**src/rtl/hz_pkg.sv**
```systemverilog
package hz_pkg;
  typedef enum logic [1:0] {
    FWD_RF  = 2'd0,
    FWD_WB  = 2'd1,
    FWD_MEM = 2'd2
  } fwd_sel_e;
endpackage

```
**src/rtl/hz_fwd_select.sv**
```systemverilog
module hz_fwd_select
  import hz_pkg::*;
#(
  parameter int REG_ADDR_W = 5
) (
  input  logic [REG_ADDR_W-1:0] src_reg,
  input  logic [REG_ADDR_W-1:0] mem_dst_reg,
  input  logic                  mem_wr,
  input  logic [REG_ADDR_W-1:0] wb_dst_reg,
  input  logic                  wb_wr,
  output fwd_sel_e              sel
);
  localparam logic [REG_ADDR_W-1:0] ZERO_REG = '0;

  logic src_live, hit_mem, hit_wb;

  assign src_live = (src_reg != ZERO_REG);
  assign hit_mem  = src_live && mem_wr && (src_reg == mem_dst_reg);
  assign hit_wb   = src_live && wb_wr  && (src_reg == wb_dst_reg);

  // nearer producer checked first: it holds the younger value
  always_comb begin
    if (hit_mem)     sel = FWD_MEM;
    else if (hit_wb) sel = FWD_WB;
    else             sel = FWD_RF;
  end
endmodule

```
**src/rtl/hz_operand_mux.sv**
```systemverilog
module hz_operand_mux
  import hz_pkg::*;
#(
  parameter int DATA_W = 32
) (
  input  fwd_sel_e          sel,
  input  logic [DATA_W-1:0] rf_val,
  input  logic [DATA_W-1:0] mem_val,
  input  logic [DATA_W-1:0] wb_val,
  output logic [DATA_W-1:0] op
);
  always_comb begin
    unique case (sel)
      FWD_MEM: op = mem_val;
      FWD_WB:  op = wb_val;
      default: op = rf_val;
    endcase
  end
endmodule

```
**src/rtl/hz_load_stall.sv**
```systemverilog
module hz_load_stall #(
  parameter int REG_ADDR_W = 5,
  parameter int NUM_SRC    = 2
) (
  input  logic [NUM_SRC-1:0][REG_ADDR_W-1:0] src_regs,
  input  logic [REG_ADDR_W-1:0]              mem_dst_reg,
  input  logic                               mem_wr,
  input  logic                               mem_is_load,
  output logic                               stall
);
  localparam logic [REG_ADDR_W-1:0] ZERO_REG = '0;

  logic [NUM_SRC-1:0] src_hit;
  logic               load_live;

  assign load_live = mem_wr && mem_is_load && (mem_dst_reg != ZERO_REG);

  for (genvar g = 0; g < NUM_SRC; g++) begin : g_src
    assign src_hit[g] = (src_regs[g] == mem_dst_reg);
  end

  assign stall = load_live && (|src_hit);
endmodule

```
**src/rtl/hz_flow_ctrl.sv**
```systemverilog
module hz_flow_ctrl (
  input  logic stall,
  input  logic redirect_req,
  input  logic dflt_en,
  input  logic dflt_clr,
  output logic pc_en,
  output logic ifdr_en,
  output logic drex_en,
  output logic ifdr_clr,
  output logic drex_clr,
  output logic exmem_clr,
  output logic pc_sel
);
  logic redirect_take;

  // a held instruction in DR/EX must not be flushed before it resolves
  assign redirect_take = redirect_req && !stall;

  always_comb begin
    pc_en     = stall ? 1'b0 : dflt_en;
    ifdr_en   = !stall;
    drex_en   = !stall;
    exmem_clr = stall ? 1'b1 : dflt_clr;
    ifdr_clr  = redirect_take ? 1'b1 : dflt_clr;
    drex_clr  = redirect_take ? 1'b1 : dflt_clr;
    pc_sel    = redirect_take;
  end
endmodule

```
**src/rtl/hz_ctrl_unit.sv**
```systemverilog
module hz_ctrl_unit
  import hz_pkg::*;
#(
  parameter int REG_ADDR_W = 5,
  parameter int DATA_W     = 32
) (
  input  logic [REG_ADDR_W-1:0] ex_src0_reg,
  input  logic [REG_ADDR_W-1:0] ex_src1_reg,
  input  logic [DATA_W-1:0]     ex_src0_rf,
  input  logic [DATA_W-1:0]     ex_src1_rf,
  input  logic [REG_ADDR_W-1:0] mem_dst_reg,
  input  logic                  mem_wr,
  input  logic                  mem_is_load,
  input  logic [DATA_W-1:0]     mem_alu_res,
  input  logic [REG_ADDR_W-1:0] wb_dst_reg,
  input  logic                  wb_wr,
  input  logic [DATA_W-1:0]     wb_data,
  input  logic                  ex_redirect,
  input  logic                  dflt_en,
  input  logic                  dflt_clr,
  output logic [1:0]            fwd_sel0,
  output logic [1:0]            fwd_sel1,
  output logic [DATA_W-1:0]     alu_opa,
  output logic [DATA_W-1:0]     alu_opb,
  output logic                  pc_en,
  output logic                  ifdr_en,
  output logic                  drex_en,
  output logic                  ifdr_clr,
  output logic                  drex_clr,
  output logic                  exmem_clr,
  output logic                  pc_sel
);
  localparam int NUM_SRC = 2;

  logic [NUM_SRC-1:0][REG_ADDR_W-1:0] src_regs;
  logic [NUM_SRC-1:0][DATA_W-1:0]     rf_vals;
  logic [NUM_SRC-1:0][DATA_W-1:0]     ops;
  fwd_sel_e                           sels [NUM_SRC];
  logic                               stall;

  assign src_regs = {ex_src1_reg, ex_src0_reg};
  assign rf_vals  = {ex_src1_rf,  ex_src0_rf};

  for (genvar g = 0; g < NUM_SRC; g++) begin : g_operand
    hz_fwd_select #(.REG_ADDR_W(REG_ADDR_W)) u_sel (
      .src_reg     (src_regs[g]),
      .mem_dst_reg (mem_dst_reg),
      .mem_wr      (mem_wr),
      .wb_dst_reg  (wb_dst_reg),
      .wb_wr       (wb_wr),
      .sel         (sels[g])
    );
    hz_operand_mux #(.DATA_W(DATA_W)) u_mux (
      .sel     (sels[g]),
      .rf_val  (rf_vals[g]),
      .mem_val (mem_alu_res),
      .wb_val  (wb_data),
      .op      (ops[g])
    );
  end

  assign fwd_sel0 = sels[0];
  assign fwd_sel1 = sels[1];
  assign alu_opa  = ops[0];
  assign alu_opb  = ops[1];

  hz_load_stall #(.REG_ADDR_W(REG_ADDR_W), .NUM_SRC(NUM_SRC)) u_stall (
    .src_regs    (src_regs),
    .mem_dst_reg (mem_dst_reg),
    .mem_wr      (mem_wr),
    .mem_is_load (mem_is_load),
    .stall       (stall)
  );

  hz_flow_ctrl u_flow (
    .stall        (stall),
    .redirect_req (ex_redirect),
    .dflt_en      (dflt_en),
    .dflt_clr     (dflt_clr),
    .pc_en        (pc_en),
    .ifdr_en      (ifdr_en),
    .drex_en      (drex_en),
    .ifdr_clr     (ifdr_clr),
    .drex_clr     (drex_clr),
    .exmem_clr    (exmem_clr),
    .pc_sel       (pc_sel)
  );
endmodule

```
**config.mk**
```make
export PLATFORM = sky130hd
export DESIGN_NAME = hz_ctrl_unit
export DESIGN_NICKNAME = d
export VERILOG_FILES = /design/src/rtl/hz_pkg.sv /design/src/rtl/hz_fwd_select.sv /design/src/rtl/hz_operand_mux.sv /design/src/rtl/hz_load_stall.sv /design/src/rtl/hz_flow_ctrl.sv /design/src/rtl/hz_ctrl_unit.sv
export SDC_FILE = /design/constraint.sdc
export NUM_CORES = 1
export LEC_CHECK = 0
export ABC_AREA = 0
export BUFFER_PORTS_ARGS = -buffer_cell sky130_fd_sc_hd__buf_2
export CORE_AREA = 2 2 89 91
export DETAILED_ROUTE_END_ITERATION = 8
export DIE_AREA = 0 0 91 93
export PLACE_DENSITY = 0.71
export SYNTH_ARGS = -nofsm -noshare
export SYNTH_HDL_FRONTEND = slang
export SYNTH_SLANG_ARGS = --single-unit
export TNS_END_PERCENT = 5
```
**constraint.sdc**
```tcl
create_clock -name vclk -period 2
set_clock_uncertainty 0.15 [all_clocks]
set_input_delay 0.2 -clock vclk [all_inputs]
set_output_delay 0.2 -clock vclk [all_outputs]
set_load 0.02 [all_outputs]
```
==> summary.txt <==
outcome -> finished with violations
failing checks -> negative setup slack
Max FO, Critical Path -> 9
Pre-antenna DRT Iters -> 5
largest net degree at the start of global routing -> 34
area leader, netlist -> a31oi_1
Tcrit/Tclk final -> 109%
CORE AREA -> 7530 um2
antenna violations before repair -> 0
placed instance area -> 3540 um2
buffers added on ports -> 229
gpl congestion -> 1.03
overall power -> 1.06 mW
Logic pwr share -> 100.0%
first-pass GRT wire length -> 18.6 mm
DRT Wirelength -> 12.4 mm
sequential share of power -> 0%
Max Cap Violations -> 0
Pint -> 442 uW
# diodes -> 0
share of cells above drive strength 1 -> 50.3%
leakage -> 1.59 nW
register area -> 0 um2
CTS Hold Bufs -> 0
# setup viols final -> 66
post-layout minimum cycle time -> 2.19 ns
FFs & Latches -> 0
synthesized instance count -> 361
Initial Util -> 27.6%
critical path type -> input pin to output pin
clk_buf instances -> 0
synthesized area -> 2080 um2
gr ovfl total -> 0
unrepaired setup endpoints after global routing -> yes
Syn Nets -> 515
GRT Overall Usage -> 26.1%
final setup margin -> -0.188 ns
pwr dens -> 281 nW/um2
Final Hold Viols -> 0
CP Data Required Time -> 1.65 ns
worst endpoint data arrival time -> 1.84 ns
Starting DRT DRC Count -> 422
post-synthesis cell type count -> 32
Slew Viols, Final -> 0
YS warnings -> 0
P_sw -> 617 uW
dpl hpwl -> 9.09 mm
Die Span Y -> 93 um
DR vias -> 4098
worst-margin pin slew -> 0.381 ns
fillers -> 791
share of the synthesized area in the top cell type -> 19.3%
CP Capture Type -> output pin
Routed Antenna Nets -> 0
Max Fclk -> 457 MHz
clock share of power -> 0%
final non-filler cell area -> 3770 um2
CP Launch Type -> input pin
layout net count -> 739
wire per inst -> 18.2 um
area growth from synthesis to layout -> 81.2%
Residual DRC -> 0
sequential share of the synthesized area -> 0%
Row Count -> 32
utilization after layout -> 50.1%
Die X -> 91 um
syn avg cell area -> 5.76 um2
Synth area leaders -> a31oi_1 19%, nand3_1 16%, nor4_1 9.6%, o21ai_1 8.7%, nor3_1 7.9%
total I/O pin count -> 229
Max IR drop VDD -> 0.000163 V
Net Sw Frac -> 58.2%
die area -> 8460 um2
HP Class -> input pin to output pin
vias in the first global route -> 3802
max_slew headroom -> 74.6%
via/cell ratio -> 5.98
==> power by group through the flow <==
stage	combinational (mW)	clock, mW	sequential [mW]
floorplan	0.484	0	0
global placement	0.943	0	0
detailed placement	0.956	0	0
CTS	1.01	0	0
global route	1.12	0	0
finish	1.06	0	0
==> final timing paths <==
kind            from  cells after the start     endpoint
max   ex_src0_reg[1]                      7  alu_opa[23]
min         dflt_clr                      3    exmem_clr
==> through the flow <==
step	worst slack, ns	hold WS [ns]	TNS [ns]	std cells
4_1_cts	-0.171	0.560	-7.08	683
6_report	-0.188	0.555	-9.32	685
3_5_place_dp	-0.211	0.560	-9.49	682
5_1_grt	-0.253	0.575	-13.24	685
2_1_floorplan	-0.0324	0.410	-0.802	361
3_3_place_gp	-0.194	0.560	-7.48	682
==> logic make-up (layout without fill, tap and decap cells) <==
logic type / count (synthesis) / in the layout / synth area share, %
and+or+nand+nor: 146 / 146 / 39.3
AOI/OAI and AO/OA: 140 / 140 / 39.9
buffers and inverters: 55 / 277 / 12.4
xor gates and xnor gates: 20 / 20 / 8.42
==> routing by layer <==
layer | GRT usage (%) | share of wire, % | vias to the layer above
li1 | - | - | 1886
met2 | 49.3 | 51 | 300
met1 | 31.3 | 36 | 1883
met5 | 0 | 0 | -
met4 | 7.58 | 1.9 | 0
met3 | 2.50 | 11 | 29
==> cells in the mapped netlist <==
library cell  count
nor3_2            1
a21oi_1           1
a21boi_0          1
a31oi_1          64
and4_1            1
o21ai_0          28
nor2_2            1
or4_4             2
buf_2            14
xnor2_1          16
xor2_1            4
clkbuf_1         29
nor3_1           33
nand4_1           3
inv_1             1
o22ai_1           1
buf_4             9
nor4b_2           1
or3_1             2
or2_1             1
nand4b_1          1
nand2_1           2
o311a_1           1
nor4_1           32
o211ai_2          3
a21o_1            1
o211a_1           2
or4b_1            1
inv_2             2
o21bai_1          2
o21ai_1          36
nand3_1          65
==> repair_timing <==
| item | CTS | global route |
|---|---|---|
| setup buffers | 0 | 1 |
| endpoints found under the setup margin | 66 | 73 |
| gates resized for setup | 45 | 32 |
| cloned | 1 | 1 |
| pin swaps | 14 | 24 |
==> cells in the final DEF (no fill, tap or decap), types with 3 or more instances in the layout <==
| cell | instances |
|---|---|
| nor4_1 | 32 |
| buf_2 | 187 |
| nand3_1 | 65 |
| buf_12 | 7 |
| xnor2_1 | 15 |
| o21ai_0 | 17 |
| o21ai_2 | 3 |
| o21ai_1 | 44 |
| nor3_1 | 32 |
| nand4_1 | 3 |
| a31oi_1 | 63 |
| buf_4 | 70 |
| o211ai_4 | 3 |
| xor2_1 | 4 |
| buf_6 | 8 |
==> worst max-delay path, cell delays in order <==
cell,delay [ns]
buf_2,0.12
or4_4,0.58
o211ai_4,0.25
buf_4,0.24
o21ai_1,0.09
a31oi_1,0.16
buf_2,0.18
==> layout make-up <==
cell class	instances	area (um2)	share of cell area [%]
Inverter	3	11.3	0.299
Multi-Input combinational cell	306	1910	50.6
Tap cell	102	128	3.39
Timing Repair Buffer	274	1720	45.7
No activity file was read; power rests on OpenSTA's default activity.
